### config.mk
export PLATFORM = sky130hd
export DESIGN_NAME = hwlen_predecode
export DESIGN_NICKNAME = d
export VERILOG_FILES = /design/src/rtl/hwlen_pkg.sv /design/src/rtl/hwlen_classify.sv /design/src/rtl/hwlen_adder.sv /design/src/rtl/hwlen_pc_reg.sv /design/src/rtl/hwlen_predecode.sv
export SDC_FILE = /design/constraint.sdc
export NUM_CORES = 1
export LEC_CHECK = 0
export BUFFER_PORTS_ARGS = -buffer_cell sky130_fd_sc_hd__buf_2
export CAP_MARGIN = 25
export CORE_MARGIN = 3
export CORE_UTILIZATION = 50
export DETAILED_ROUTE_END_ITERATION = 8
export PLACE_DENSITY = 0.76
export RECOVER_POWER = 50
export SYNTH_ARGS = -nofsm -noshare
export SYNTH_HDL_FRONTEND = slang
export SYNTH_SLANG_ARGS = --single-unit
### constraint.sdc
create_clock -name clk -period 5.5 [get_ports clk]
set_clock_uncertainty 0.1 [all_clocks]
set_input_delay 1.65 -clock clk [delete_from_list [all_inputs] [get_ports clk]]
set_output_delay 1.65 -clock clk [all_outputs]
set_load 0.02 [all_outputs]
### src/rtl/hwlen_pkg.sv
package hwlen_pkg;

  typedef enum logic [1:0] {
    LEN_NONE  = 2'd0,
    LEN_ONE   = 2'd1,
    LEN_TWO   = 2'd2,
    LEN_THREE = 2'd3
  } hw_len_e;

  // Length class taken from the two leading opcode bits only.
  function automatic hw_len_e len_of_code(input logic [1:0] code);
    hw_len_e r;
    unique case (code)
      2'b00:   r = LEN_ONE;
      2'b11:   r = LEN_THREE;
      default: r = LEN_TWO;
    endcase
    return r;
  endfunction

endpackage

### src/rtl/hwlen_classify.sv
module hwlen_classify
  import hwlen_pkg::*;
#(
  parameter int HW_W = 16
) (
  input  logic [HW_W-1:0] hw,
  output hw_len_e         len
);
  localparam int CODE_HI = HW_W - 1;
  localparam int CODE_LO = HW_W - 2;

  logic [1:0] code;

  always_comb begin
    code = hw[CODE_HI:CODE_LO];
    len  = len_of_code(code);
  end
endmodule

### src/rtl/hwlen_adder.sv
module hwlen_adder
  import hwlen_pkg::*;
#(
  parameter int ADDR_W = 32
) (
  input  logic [ADDR_W-1:0] base,
  input  hw_len_e           len,
  output logic [ADDR_W-1:0] sum
);
  localparam int PAD_W = ADDR_W - 3;

  logic [ADDR_W-1:0] step_bytes;

  always_comb begin
    step_bytes = {{PAD_W{1'b0}}, len, 1'b0};
    sum        = base + step_bytes;
  end
endmodule

### src/rtl/hwlen_pc_reg.sv
module hwlen_pc_reg #(
  parameter int ADDR_W = 32
) (
  input  logic              clk,
  input  logic              rst,
  input  logic [ADDR_W-1:0] rst_vector,
  input  logic              adv,
  input  logic [ADDR_W-1:0] adv_addr,
  output logic [ADDR_W-1:0] pc_q,
  output logic              misalign_q
);
  always_ff @(posedge clk) begin
    if (rst) begin
      pc_q       <= {rst_vector[ADDR_W-1:1], 1'b0};
      misalign_q <= rst_vector[0];
    end else if (adv) begin
      pc_q <= {adv_addr[ADDR_W-1:1], 1'b0};
    end
  end
endmodule

### src/rtl/hwlen_predecode.sv
module hwlen_predecode
  import hwlen_pkg::*;
#(
  parameter int ADDR_W = 32,
  parameter int HW_W   = 16
) (
  input  logic              clk,
  input  logic              rst,
  input  logic [ADDR_W-1:0] rst_vector,
  input  logic              hw_valid,
  input  logic [HW_W-1:0]   hw_data,
  output logic [ADDR_W-1:0] pc,
  output logic              out_valid,
  output logic [1:0]        out_len,
  output logic [ADDR_W-1:0] out_pc,
  output logic [ADDR_W-1:0] out_next_pc,
  output logic              align_err
);
  hw_len_e           len_c;
  logic [ADDR_W-1:0] nxt_c;
  logic [ADDR_W-1:0] pc_q;
  logic              misalign_q;

  hwlen_classify #(.HW_W(HW_W)) u_cls (
    .hw  (hw_data),
    .len (len_c)
  );

  hwlen_adder #(.ADDR_W(ADDR_W)) u_add (
    .base (pc_q),
    .len  (len_c),
    .sum  (nxt_c)
  );

  hwlen_pc_reg #(.ADDR_W(ADDR_W)) u_pc (
    .clk        (clk),
    .rst        (rst),
    .rst_vector (rst_vector),
    .adv        (hw_valid),
    .adv_addr   (nxt_c),
    .pc_q       (pc_q),
    .misalign_q (misalign_q)
  );

  always_ff @(posedge clk) begin
    if (rst) begin
      out_valid   <= 1'b0;
      out_len     <= LEN_NONE;
      out_pc      <= '0;
      out_next_pc <= '0;
    end else begin
      out_valid <= hw_valid;
      if (hw_valid) begin
        out_len     <= len_c;
        out_pc      <= pc_q;
        out_next_pc <= nxt_c;
      end
    end
  end

  assign pc        = pc_q;
  assign align_err = misalign_q;
endmodule

==> Word-level counts from Yosys, hierarchy flattened <==
Cells that the tools add are included.
{ "classes": {"n_addsub": 1, "mul": 0, "div_mod_pow": 0, "n_lt_le_gt_ge": 0, "n_eq_ne": 1, "shift": 0, "muxes": 3, "bitwise_logic": 0, "n_reduce_logical": 2} }
{ "op_table": {"columns": ["operator", "count"], "rows": [
  ["32-bit two-way mux", 2],
  ["32-bit by 3-bit adder with 32-bit output", 1],
  ["2-bit one-hot mux with 2 select lines", 1],
  ["2-bit == test, second input constant", 1],
  ["2-bit logical NOT", 1],
  ["2-bit nonzero test", 1]
]} }
{ "totals": {"reg_bits": 98, "latch_bits": 0, "ramBits": 0, "mem_bits_ro": 0, "input_bits": 51, "out_inout_bits": 100, "word_cells": 13, "mem_count": 0} }

==> Depth between registers and ports, before layout <==
{ "logic_depth": {"ltp_word": 5, "depth_mapped": 10, "mapped_depth_nobuf": 9} }

==> Cells and area by module <==
A second synthesis with hierarchy kept.
{ "hier_totals": {"hier_cells": 385, "area_unflattened_um2": 4614.4} }
{ "modules_own_cells": {"columns": ["mod", "instances", "cells_per_inst", "area_each_um2", "seq_area_each_um2"], "rows": [
  ["hwlen_predecode", 1, 215, 2389.8, 1341.3],
  ["hwlen_pc_reg", 1, 70, 1507.7, 960.9],
  ["hwlen_adder", 1, 95, 689.4, 0.0],
  ["hwlen_classify", 1, 5, 27.5, 0.0]
]} }

==> Worst setup path after synthesis <==
No wires, ideal clock.
{ "synth_timing": {"path_type": "input-to-reg", "from": "input port hw_data[14]", "to": "register u_pc.pc_q[25], data pin", "setup_ns": 0.261, "arrival_time_ns": 3.751, "t_required_ns": 5.139, "setup_slack_ns": 1.389, "stages": 10, "n_path_buf": 1, "cell_sequence": "inv_1 ha_1 inv_1 ha_1 fa_1 and4_1 nand4_1 clkbuf_1 nor3_1 a221o_1"} }
{ "synth_via": {"elab_chain_len": 5, "elab_cells_between_ends": 6, "classes_between": "add/sub (1); eq/ne (1); mux (3); reduce/logical (1)"} }
{ "synth_rtl": {"columns": ["element", "line", "rtl"], "rows": [
  ["start, declared", "hwlen_predecode.sv:11", "input logic [HW_W-1:0] hw_data,"],
  ["2-bit == test or 2-bit logical NOT (tied branches)", "hwlen_pkg.sv:13", "unique case (code)"],
  ["2-bit one-hot mux with 2 select lines *", "hwlen_pkg.sv:13", null],
  ["via len_c[0]", "hwlen_predecode.sv:19", "hw_len_e len_c;"],
  ["32-bit by 3-bit adder with 32-bit output *", "hwlen_adder.sv:16", "sum = base + step_bytes;"],
  ["32-bit two-way mux *", "hwlen_pc_reg.sv:16", "end else if (adv) begin"],
  ["32-bit two-way mux *", "hwlen_pc_reg.sv:13", "if (rst) begin"],
  ["end signal, assigned", "hwlen_pc_reg.sv:14", "pc_q <= {rst_vector[ADDR_W-1:1], 1'b0};"],
  ["end signal, assigned", "hwlen_pc_reg.sv:17", "pc_q <= {adv_addr[ADDR_W-1:1], 1'b0};"],
  ["end, declared", "hwlen_pc_reg.sv:9", "output logic [ADDR_W-1:0] pc_q,"]
]} }
The timed path passes the listed nets; every way through them passes the cells marked *. The select of a mux whose other input is x is not followed.
A chain may end at the register's enable or synchronous reset.

==> Final worst setup path <==
{ "layout_timing": {"from": "input port hw_data[14]", "to": "register u_pc.pc_q[23], data pin"} }
The elaborated chain is that of the path after synthesis.

==> impl_metrics.json <==
{
  "status": "complete, no violations",
  "synthArstFlopShare_pct": 0,
  "clk_latency_ps": 360,
  "antenna_cells": 0,
  "crit_buf_inv": 3,
  "synth_cells": 461,
  "avgViaCountPerCell": 5.89,
  "max-slew-margin-rel_pct": 3.15,
  "avgSynthCellArea_sq_um": 9.72,
  "fp.coreArea_sq_um": 8460,
  "path_clk_slew_ps": 90,
  "syn_to_final_growth_pct": 16.1,
  "grt_util_met1_pct": 31.8,
  "layout_common_cells": "92 x clkbuf_1, 86 x nor2_1, 65 x dfxtp_1",
  "fin_util_pct": 61.5,
  "first_pass_iters": 5,
  "numClockSinks": 97,
  "grt_pass1_vias": 3717,
  "yosys_most_used_dff": "dfxtp_1",
  "cts_buffer_depth": 2,
  "finalMaxSlewViolations": 0,
  "layout-drive-gt1-share_pct": 13.1,
  "dp.cells": 669,
  "busiest_layer": "met2",
  "reg2regPathDepth": 6,
  "wl_per_cell_um": 17.1,
  "numCtsBuffers": 9,
  "placementRows": 33,
  "worst_pin_slew_ps": 1450,
  "crit_arrival_ps": 4450,
  "cpPeakStageDelay_ps": 650,
  "syn_area_sq_um": 4480,
  "worst-path-stages": 10,
  "path_cells": "buf_2 -> inv_1 -> ha_1 -> inv_1 -> ha_1 -> fa_1 -> and4_1 -> nand4_1 -> o311a_2 -> a221o_1",
  "final_common_cell": "clkbuf_1",
  "slowest_stage": "nand4_1",
  "hold_class": "reg2reg",
  "max_cap_violations": 0,
  "setup_viol": 0,
  "finalNetCount": 630,
  "ys_seq_area_share_pct": 50.5,
  "critPathCaptureType": "flop",
  "die_width_um": 101,
  "use_met3_pct": 5.67,
  "cpLargestDelayFamily": "simple AND/OR/NAND/NOR gates",
  "grt-ovfl-total": 0,
  "numPortBuffers": 133,
  "stdcell_count": 685,
  "whs_ps": 373,
  "pin_count": 151,
  "ys_ff_latch": 97,
  "worst_ep_required_time_ps": 5500,
  "yosysWarnings": 0,
  "min_period_over_period_pct": 80.8,
  "synthDistinctLibCells": 52,
  "postRouteAntennaNets": 0,
  "htree_num_levels": 3,
  "place_congestion": 0.836,
  "max_freq_mhz": 225,
  "dieArea_sq_um": 10100,
  "power_density_nw_per_um2": 325,
  "root_buffer": "clkbuf_8",
  "vias": 4036,
  "rsz0062_at_grt": "no",
  "grt_max_degree": 60,
  "finalHoldViolCount": 0,
  "antenna_found_initial": 0,
  "grtUsageTotal_pct": 22.8,
  "wl_um": 11700,
  "fp.dieH_um": 101,
  "use_met2_pct": 35.3,
  "power.leakage_nw": 2.00,
  "cts_setup_buffers": 0,
  "critPathMaxFanout": 19,
  "drc": 0,
  "cts_tree": "yes",
  "post-route-min-period_ps": 4450,
  "finalSetupTns_ps": 0,
  "start_util_pct": 53.0,
  "fillCellCount": 775,
  "holdPathStages": 2,
  "critPathLaunchType": "input pin",
  "cts_hold_buf": 0,
  "grt_pass1_wl_um": 18600,
  "dpl.hpwl_um": 8190,
  "cts-resized-gates": 0,
  "vdd_drop_max_mv": 0.245,
  "crit_type": "in2reg",
  "drt-initial-drc-count": 233,
  "synth_edf_count": 32
}
sequential cells by signal (all words and copies together) (netlist names):
| register | cells |
|---|---|
| out_len | 2 |
| out_next_pc | 31 |
| u_pc.misalign_q | 1 |
| out_valid | 1 |
| out_pc | 31 |
| u_pc.pc_q | 31 |
synth_stat cells, types with 3 or more instances:
cell type  count  area, sq um
nand3_1       18         90.1
buf_1          7         26.3
clkbuf_1      15         56.3
nand4_1       14         87.6
buf_2          5         25.0
or4_2          3         26.3
o31ai_1        6         45.0
o21ai_0        7         35.0
mux2_2         4         45.0
a21oi_1       16         80.1
a311oi_1       9         78.8
nor3_1         5         25.0
nor4_1         7         43.8
nor2_1        86          323
mux2i_1       31          310
inv_1         12         45.0
buf_4          6         45.0
or4_1          7         52.6
xor2_1         7         61.3
o311a_1        3         30.0
edfxtp_1      32          961
or3_1          5         31.3
xnor2_1        5         43.8
a31oi_1       11         68.8
dfxtp_1       65         1300
ha_1           3         37.5
a221o_1        3         30.0
nand2_1       20         75.1
and4_1         3         26.3
o211ai_1       5         37.5
a211oi_1      12         90.1
power by group:
| group | switching, mW | internal, mW |
|---|---|---|
| sequential | 0.0811 | 0.820 |
| combinational | 0.235 | 0.120 |
| clock | 0.245 | 0.193 |
metal layers:
| layer | vias to the layer above | wire [um] |
|---|---|---|
| li1 | 1920 | - |
| met1 | 1886 | 5090 |
| met2 | 218 | 5430 |
| met3 | 12 | 1080 |
| met4 | 0 | 129 |
| met5 | - | 0 |
cell type report:
class / instances / area [sq um] / share of cell area [%]
clock buffers: 12 / 156 / 3.00
clock inverters: 4 / 25.0 / 0.481
inverters: 12 / 45.0 / 0.865
multi-input cells: 318 / 2000 / 38.5
flip-flops and latches: 97 / 2260 / 43.5
well taps: 105 / 131 / 2.52
repair buffers: 137 / 583 / 11.2
worst paths after layout:
kind | from | slack (ps) | endpoint
max reg2reg | u_pc.pc_q[1] | 2400 | u_pc.pc_q[23]
max | hw_data[14] | 1050 | u_pc.pc_q[23]
min reg2reg | out_pc[30] | 370 | out_pc[30]
min | out_pc[30] | 370 | out_pc[30]
metrics by stage:
| step | power, mW | setup slack [ps] | area, sq um |
|---|---|---|---|
| final | 1.69 | 1050 | 5210 |
| after global routing | 1.78 | 913 | 5210 |
| after CTS | 1.72 | 1100 | 5320 |
| after detailed placement | 1.29 | 748 | 5140 |
| after global placement | 1.27 | 846 | 5140 |
| after floorplan | 1.16 | 1390 | 4490 |
worst register-to-register path, stage by stage (launching register included):
cell	delay (ps)
edfxtp_1	390
ha_1	220
fa_1	280
and4_1	300
nand4_1	660
o311a_2	650
a221o_1	260
cells by family (layout without fill, tap and decap cells):
kind of cell | count (synthesis) | in the layout | synth area share, %
other | 1 | 3 | 0.0836
buffers and inverters | 48 | 165 | 5.02
DFF | 97 | 97 | 50.5
muxes | 35 | 35 | 7.93
xor gates and xnor gates | 12 | 12 | 2.34
adders and majority gates | 4 | 4 | 1.28
AOI/OAI and AO/OA | 80 | 80 | 12.6
and+or+nand+nor | 184 | 184 | 20.3
No activity file was read; power rests on OpenSTA's default activity.
